File: config.mk
export PLATFORM = sky130hd
export DESIGN_NAME = quad_interval_timer
export DESIGN_NICKNAME = d
export VERILOG_FILES = /design/src/rtl/qit_pkg.sv /design/src/rtl/qit_ctrl.sv /design/src/rtl/qit_datapath.sv /design/src/rtl/quad_interval_timer.sv
export SDC_FILE = /design/constraint.sdc
export NUM_CORES = 1
export LEC_CHECK = 0
export ABC_CLOCK_PERIOD_IN_PS = 2800
export CAP_MARGIN = 20
export CORE_MARGIN = 2
export CORE_UTILIZATION = 30
export DETAILED_ROUTE_END_ITERATION = 6
export GPL_TIMING_DRIVEN = 0
export SLEW_MARGIN = 40
export SYNTH_ARGS = -nofsm -noshare
export SYNTH_HDL_FRONTEND = slang
export SYNTH_SLANG_ARGS = --single-unit
File: constraint.sdc
create_clock -name clk -period 2.8 [get_ports clk]
set_input_delay 0.56 -clock clk [delete_from_list [all_inputs] [get_ports clk]]
set_output_delay 0.56 -clock clk [all_outputs]
set_load 0.01 [all_outputs]
File: src/rtl/qit_pkg.sv
package qit_pkg;

  localparam int NUM_TMR   = 4;
  localparam int FIELD_W   = 4;
  localparam int DATA_W    = 32;
  localparam int LEN_BASE  = 0;
  localparam int VAL_BASE  = 4;
  localparam int CTRL_IDX  = 8;

  typedef struct packed {
    logic               tick;
    logic [NUM_TMR-1:0] lenWr;
    logic [NUM_TMR-1:0] start;
  } qit_strobe_t;

endpackage

File: src/rtl/qit_ctrl.sv
module qit_ctrl
  import qit_pkg::*;
#(
  parameter int CLK_HZ  = 125_000_000,
  parameter int TICK_HZ = 1_000_000,
  parameter int ADDR_W  = 4,
  parameter int CNT_W   = 32
) (
  input  logic                            clk,
  input  logic                            rstN,
  input  logic                            busSel,
  input  logic                            busWr,
  input  logic [ADDR_W-1:0]               busAddr,
  input  logic [DATA_W-1:0]               busWdata,
  input  logic [NUM_TMR-1:0][CNT_W-1:0]   counts,
  output logic [DATA_W-1:0]               busRdata,
  output qit_strobe_t                     strobe
);

  localparam int DIV   = CLK_HZ / TICK_HZ;
  localparam int PRE_W = (DIV > 1) ? $clog2(DIV) : 1;
  localparam logic [PRE_W-1:0] PRE_LAST = PRE_W'(DIV - 1);
  localparam logic [ADDR_W-1:0] CTRL_ADDR = ADDR_W'(CTRL_IDX);

  logic [PRE_W-1:0] preCnt;
  logic             tickNow;
  logic             wrEn;
  logic             rdEn;

  assign tickNow = (preCnt == PRE_LAST);
  assign wrEn    = busSel & busWr;
  assign rdEn    = busSel & ~busWr;

  always_ff @(posedge clk or negedge rstN) begin
    if (!rstN) begin
      preCnt <= '0;
    end else if (tickNow) begin
      preCnt <= '0;
    end else begin
      preCnt <= preCnt + PRE_W'(1);
    end
  end

  assign strobe.tick = tickNow;

  for (genvar i = 0; i < NUM_TMR; i++) begin : g_dec
    localparam logic [ADDR_W-1:0] LEN_ADDR = ADDR_W'(LEN_BASE + i);
    assign strobe.lenWr[i] = wrEn && (busAddr == LEN_ADDR);
    assign strobe.start[i] = wrEn && (busAddr == CTRL_ADDR) &&
                             (busWdata[FIELD_W*i +: FIELD_W] != '0);
  end

  always_comb begin
    busRdata = '0;
    if (rdEn) begin
      for (int i = 0; i < NUM_TMR; i++) begin
        if (busAddr == ADDR_W'(VAL_BASE + i)) begin
          busRdata = DATA_W'(counts[i]);
        end
      end
    end
  end

endmodule

File: src/rtl/qit_datapath.sv
module qit_datapath
  import qit_pkg::*;
#(
  parameter int CNT_W = 32
) (
  input  logic                          clk,
  input  logic                          rstN,
  input  qit_strobe_t                   strobe,
  input  logic [CNT_W-1:0]              wdata,
  output logic [NUM_TMR-1:0][CNT_W-1:0] counts,
  output logic [NUM_TMR-1:0][CNT_W-1:0] limits,
  output logic [NUM_TMR-1:0]            running,
  output logic [NUM_TMR-1:0]            irq
);

  for (genvar i = 0; i < NUM_TMR; i++) begin : g_tmr
    logic [CNT_W-1:0] limitQ;
    logic [CNT_W-1:0] cntQ;
    logic             runQ;
    logic             irqQ;

    always_ff @(posedge clk or negedge rstN) begin
      if (!rstN) begin
        limitQ <= '0;
        cntQ   <= '0;
        runQ   <= 1'b0;
        irqQ   <= 1'b0;
      end else begin
        irqQ <= 1'b0;
        if (strobe.lenWr[i]) begin
          limitQ <= wdata;
        end
        if (strobe.start[i]) begin
          cntQ <= limitQ;
          runQ <= 1'b1;
        end else if (runQ && strobe.tick) begin
          if (cntQ == '0) begin
            cntQ <= limitQ;
            irqQ <= 1'b1;
          end else begin
            cntQ <= cntQ - CNT_W'(1);
          end
        end
      end
    end

    assign counts[i]  = cntQ;
    assign limits[i]  = limitQ;
    assign running[i] = runQ;
    assign irq[i]     = irqQ;
  end

endmodule

File: src/rtl/quad_interval_timer.sv
module quad_interval_timer
  import qit_pkg::*;
#(
  parameter int CLK_HZ  = 125_000_000,
  parameter int TICK_HZ = 1_000_000,
  parameter int ADDR_W  = 4,
  parameter int CNT_W   = 32
) (
  input  logic              clk,
  input  logic              rstN,
  input  logic              busSel,
  input  logic              busWr,
  input  logic [ADDR_W-1:0] busAddr,
  input  logic [31:0]       busWdata,
  output logic [31:0]       busRdata,
  output logic [3:0]        timerIrq
);

  qit_strobe_t                   strobe;
  logic [NUM_TMR-1:0][CNT_W-1:0] counts;
  logic [NUM_TMR-1:0][CNT_W-1:0] limits;
  logic [NUM_TMR-1:0]            running;

  qit_ctrl #(
    .CLK_HZ (CLK_HZ),
    .TICK_HZ(TICK_HZ),
    .ADDR_W (ADDR_W),
    .CNT_W  (CNT_W)
  ) u_ctrl (
    .clk     (clk),
    .rstN    (rstN),
    .busSel  (busSel),
    .busWr   (busWr),
    .busAddr (busAddr),
    .busWdata(busWdata),
    .counts  (counts),
    .busRdata(busRdata),
    .strobe  (strobe)
  );

  qit_datapath #(
    .CNT_W(CNT_W)
  ) u_dp (
    .clk    (clk),
    .rstN   (rstN),
    .strobe (strobe),
    .wdata  (busWdata[CNT_W-1:0]),
    .counts (counts),
    .limits (limits),
    .running(running),
    .irq    (timerIrq)
  );

endmodule

==> metrics.cfg <==
[worst_setup_path]
cpPeakStageDelay_ns=0.30
path_common_cell=clkbuf_8
critPathMaxFanout=10
crit_chain=clkdlybuf4s15_1 > clkbuf_8 > nor2b_4 > clkbuf_8 > nand2_1 > o21ai_1 > a22oi_1 > nor2_1 > dlygate4sd2_1
worstSetupPathType=in -> out
regToRegStartpoint=u_dp.g_tmr[2].cntQ[7]$_DFFE_PN0P_
crit_path_start_kind=input port
critPathCaptureType=output port
slowest_stage=dlygate4sd2_1
crit_arrival_ns=2.22
worst-endpoint-required_ns=2.24
startpoint=busAddr[1]

[clock_network]
clockBufferDepth=3
cts_tree=done
cts-root-buf=clkbuf_16
clk_latency_ns=0.60
cts_sinks=271
cts_buffers=30
path_clk_slew_ns=0.06
cts.htree.levels=1

[cells_and_area]
seq_area_sq_um=6790
drive_above_1_share_pct=22.7
mostFrequentLayoutCells=dfrtp_1, nor2_1, a21oi_1
antenna_cells=0
stdcell_count=2471
fillers=4988
syn_to_final_growth_pct=25.1
nets=1825
mostFrequentLayoutCell=dfrtp_1
multi_input_area_sq_um=8500

[yosys]
syn_inst=1641
synthArstFlopShare_pct=100
syn_area_sq_um=15400
avgSynthCellArea_sq_um=9.37
synth-adder-area-share_pct=0.814
synth_top_family_by_area=simple AND/OR/NAND/NOR gates
yosysWarnings=0
synth_seq_area_share_pct=44.1
ys_ff_latch=271
synth_compound_area_share_pct=17.5
synth.distinct_cells=87
synth_edf_count=0
synthSimpleGateAreaFrac_pct=20.9
syn_nets=1691
synthXorXnorAreaFrac_pct=0.171
muxShareOfSynthArea_pct=11.9
ys.flop_type=dfrtp_1

[route]
totalWireLength_mm=63.0
first_pass_iters=7
drt_iter0_drc=1703
drt-met1-wl_mm=27.7
vias=14400
top_layer=met4
wl_met3_mm=5.77
dr_wl_met2_mm=27.2
ant_nets=0
routed_via_density=5.82
wl_per_cell_um=25.5
drc=0

[floorplanning]
dieHeight_um=230
die_w_um=230
rows=82
io_pins=76
die_area_sq_um=53100
core_sq_um=50400
start_util_pct=30.5

[timing]
setup_ws_ns=0.0166
drv_slew=0
fin_crit_ns=2.78
worstMarginPinSlew_ns=0.836
rsz0062_at_grt=true
setup_viol=0
relSlewSlack_pct=43.8
fmax_ghz=0.359
final-hold-violation-count=0
finalCritPeriodShare_pct=99.4
fin_skew_ns=0.0258

[grt]
grt_usage_pct=23.4
grt_max_degree=75
antenna_found_initial=8
grt_pass1_wl_mm=92.5
grt_pass1_vias=13600
gr-total-overflow=0

[placement]
io_buffers=75
dpl.hpwl_mm=44.5
pre_cts_slack_ns=-1.51
gp_routability_congestion=0.947
dp.cells=2392

[pwr]
power.total_mw=11.2
power_density_nw_per_um2=583
ir_drop_mv=0.530
p_leak_nw=7.75

[min_path]
worstHoldPathType=in -> async

[run]
drv_cap=0

[run_status]
status=finished clean

logic make-up (layout without fill, tap and decap cells):
kind of cell | count (synthesis) | count (layout)
and+or+nand+nor | 600 | 600
buffers and inverters | 160 | 318
muxes | 164 | 164
DFF | 271 | 271
adders and majority gates | 10 | 10
AOI/OAI and AO/OA | 433 | 433
xor gates and xnor gates | 3 | 3
Yosys cell counts, drive strengths merged, types with 6 or more instances:
| library cell | number | area [sq um] |
|---|---|---|
| nor3 | 52 | 293 |
| inv | 36 | 135 |
| o21a | 8 | 60.1 |
| a21oi | 138 | 691 |
| nor4b | 8 | 91.3 |
| o21ai | 120 | 612 |
| a31oi | 22 | 144 |
| nor4 | 32 | 277 |
| nor2 | 160 | 606 |
| nand2 | 108 | 413 |
| o311ai | 6 | 52.6 |
| a22oi | 40 | 300 |
| and2 | 7 | 43.8 |
| nand3 | 72 | 370 |
| buf | 50 | 289 |
| nand4b | 8 | 70.1 |
| clkbuf | 74 | 279 |
| dfrtp | 271 | 6780 |
| o22a | 12 | 105 |
| o31ai | 7 | 52.6 |
| mux2 | 128 | 1440 |
| or3 | 28 | 175 |
| and3 | 21 | 131 |
| o211ai | 14 | 105 |
| ha | 10 | 125 |
| or4 | 24 | 195 |
| nand2b | 15 | 93.8 |
| or2 | 7 | 43.8 |
| mux2i | 34 | 340 |
| nand4 | 35 | 225 |
| o22ai | 9 | 56.3 |
| a211o | 11 | 96.3 |
critical path, delay by kind of cell:
kind / cells / cell delay, ns
AND/OR/NAND/NOR: 3 / 0.45
AO/OA/AOI/OAI: 2 / 0.22
buffers and inverters: 4 / 0.98
area by class of cell:
type | instances | share of cell area, %
Tap cell | 672 | 4.37
Buffer | 116 | 3.70
Clock inverter | 12 | 1.12
Clock buffer | 44 | 4.70
Inverter | 36 | 0.703
Multi-Input combinational cell | 1210 | 44.2
Sequential cell | 271 | 35.3
Timing Repair Buffer | 110 | 5.91
timing repair:
item                       in CTS  in global routing
gates resized for setup       192                 61
hold endpoints to repair       28                  0
hold buffers                    1                  0
buffers inserted               14                 12
cloned                          3                  1
setup endpoints to repair     121                130
pin swaps                       9                 14
sequential cells by signal (all words and copies together) (netlist names):
register           flops
u_dp.g_tmr.runQ        4
u_ctrl.preCnt          7
u_dp.g_tmr.limitQ    128
u_dp.g_tmr.irqQ        4
u_dp.g_tmr.cntQ      128
per-layer routing:
layer  global-route usage [%]  vias up
li1                         -     6364
met4                     7.88        0
met1                     33.6     7186
met3                     4.66      112
met5                        0        -
met2                     34.9      720
where the power goes:
part           internal (mW)  total [mW]  switching, mW
sequential              4.44        4.98          0.540
clock                   2.78        4.52           1.74
combinational          0.782        1.71          0.926
total                   8.00        11.2           3.21
final timing paths:
path / end / slack (ns) / cells past startpoint
worst max-delay path: busRdata[27] / 0.02 / 9
worst min-delay path: u_dp.g_tmr[2].limitQ[3]$_DFFE_PN0P_ / 0.41 / 2
worst max register to register: u_dp.g_tmr[2].cntQ[29]$_DFFE_PN0P_ / 0.14 / 8
worst min register to register: u_ctrl.preCnt[6]$_DFF_PN0_ / 0.49 / 1
max in group asynchronous: u_dp.g_tmr[1].cntQ[23]$_DFFE_PN0P_ / 0.98 / 5
min in group clk: u_ctrl.preCnt[6]$_DFF_PN0_ / 0.49 / 1
stage by stage:
| stage | setup TNS, ns | cell area [sq um] | hold slack, ns | util [%] |
|---|---|---|---|---|
| floorplan | 0 | 15400 | 0.264 | - |
| global placement | -3175.26 | 17000 | 0.464 | 33.7 |
| detailed placement | -172.91 | 17100 | 0.431 | 33.9 |
| CTS | -0.00415 | 19000 | 0.404 | 37.7 |
| global route | -0.00109 | 19200 | 0.421 | 38.2 |
| finish | 0 | 19200 | 0.410 | 38.2 |
Power figures use the tool's default switching activity.
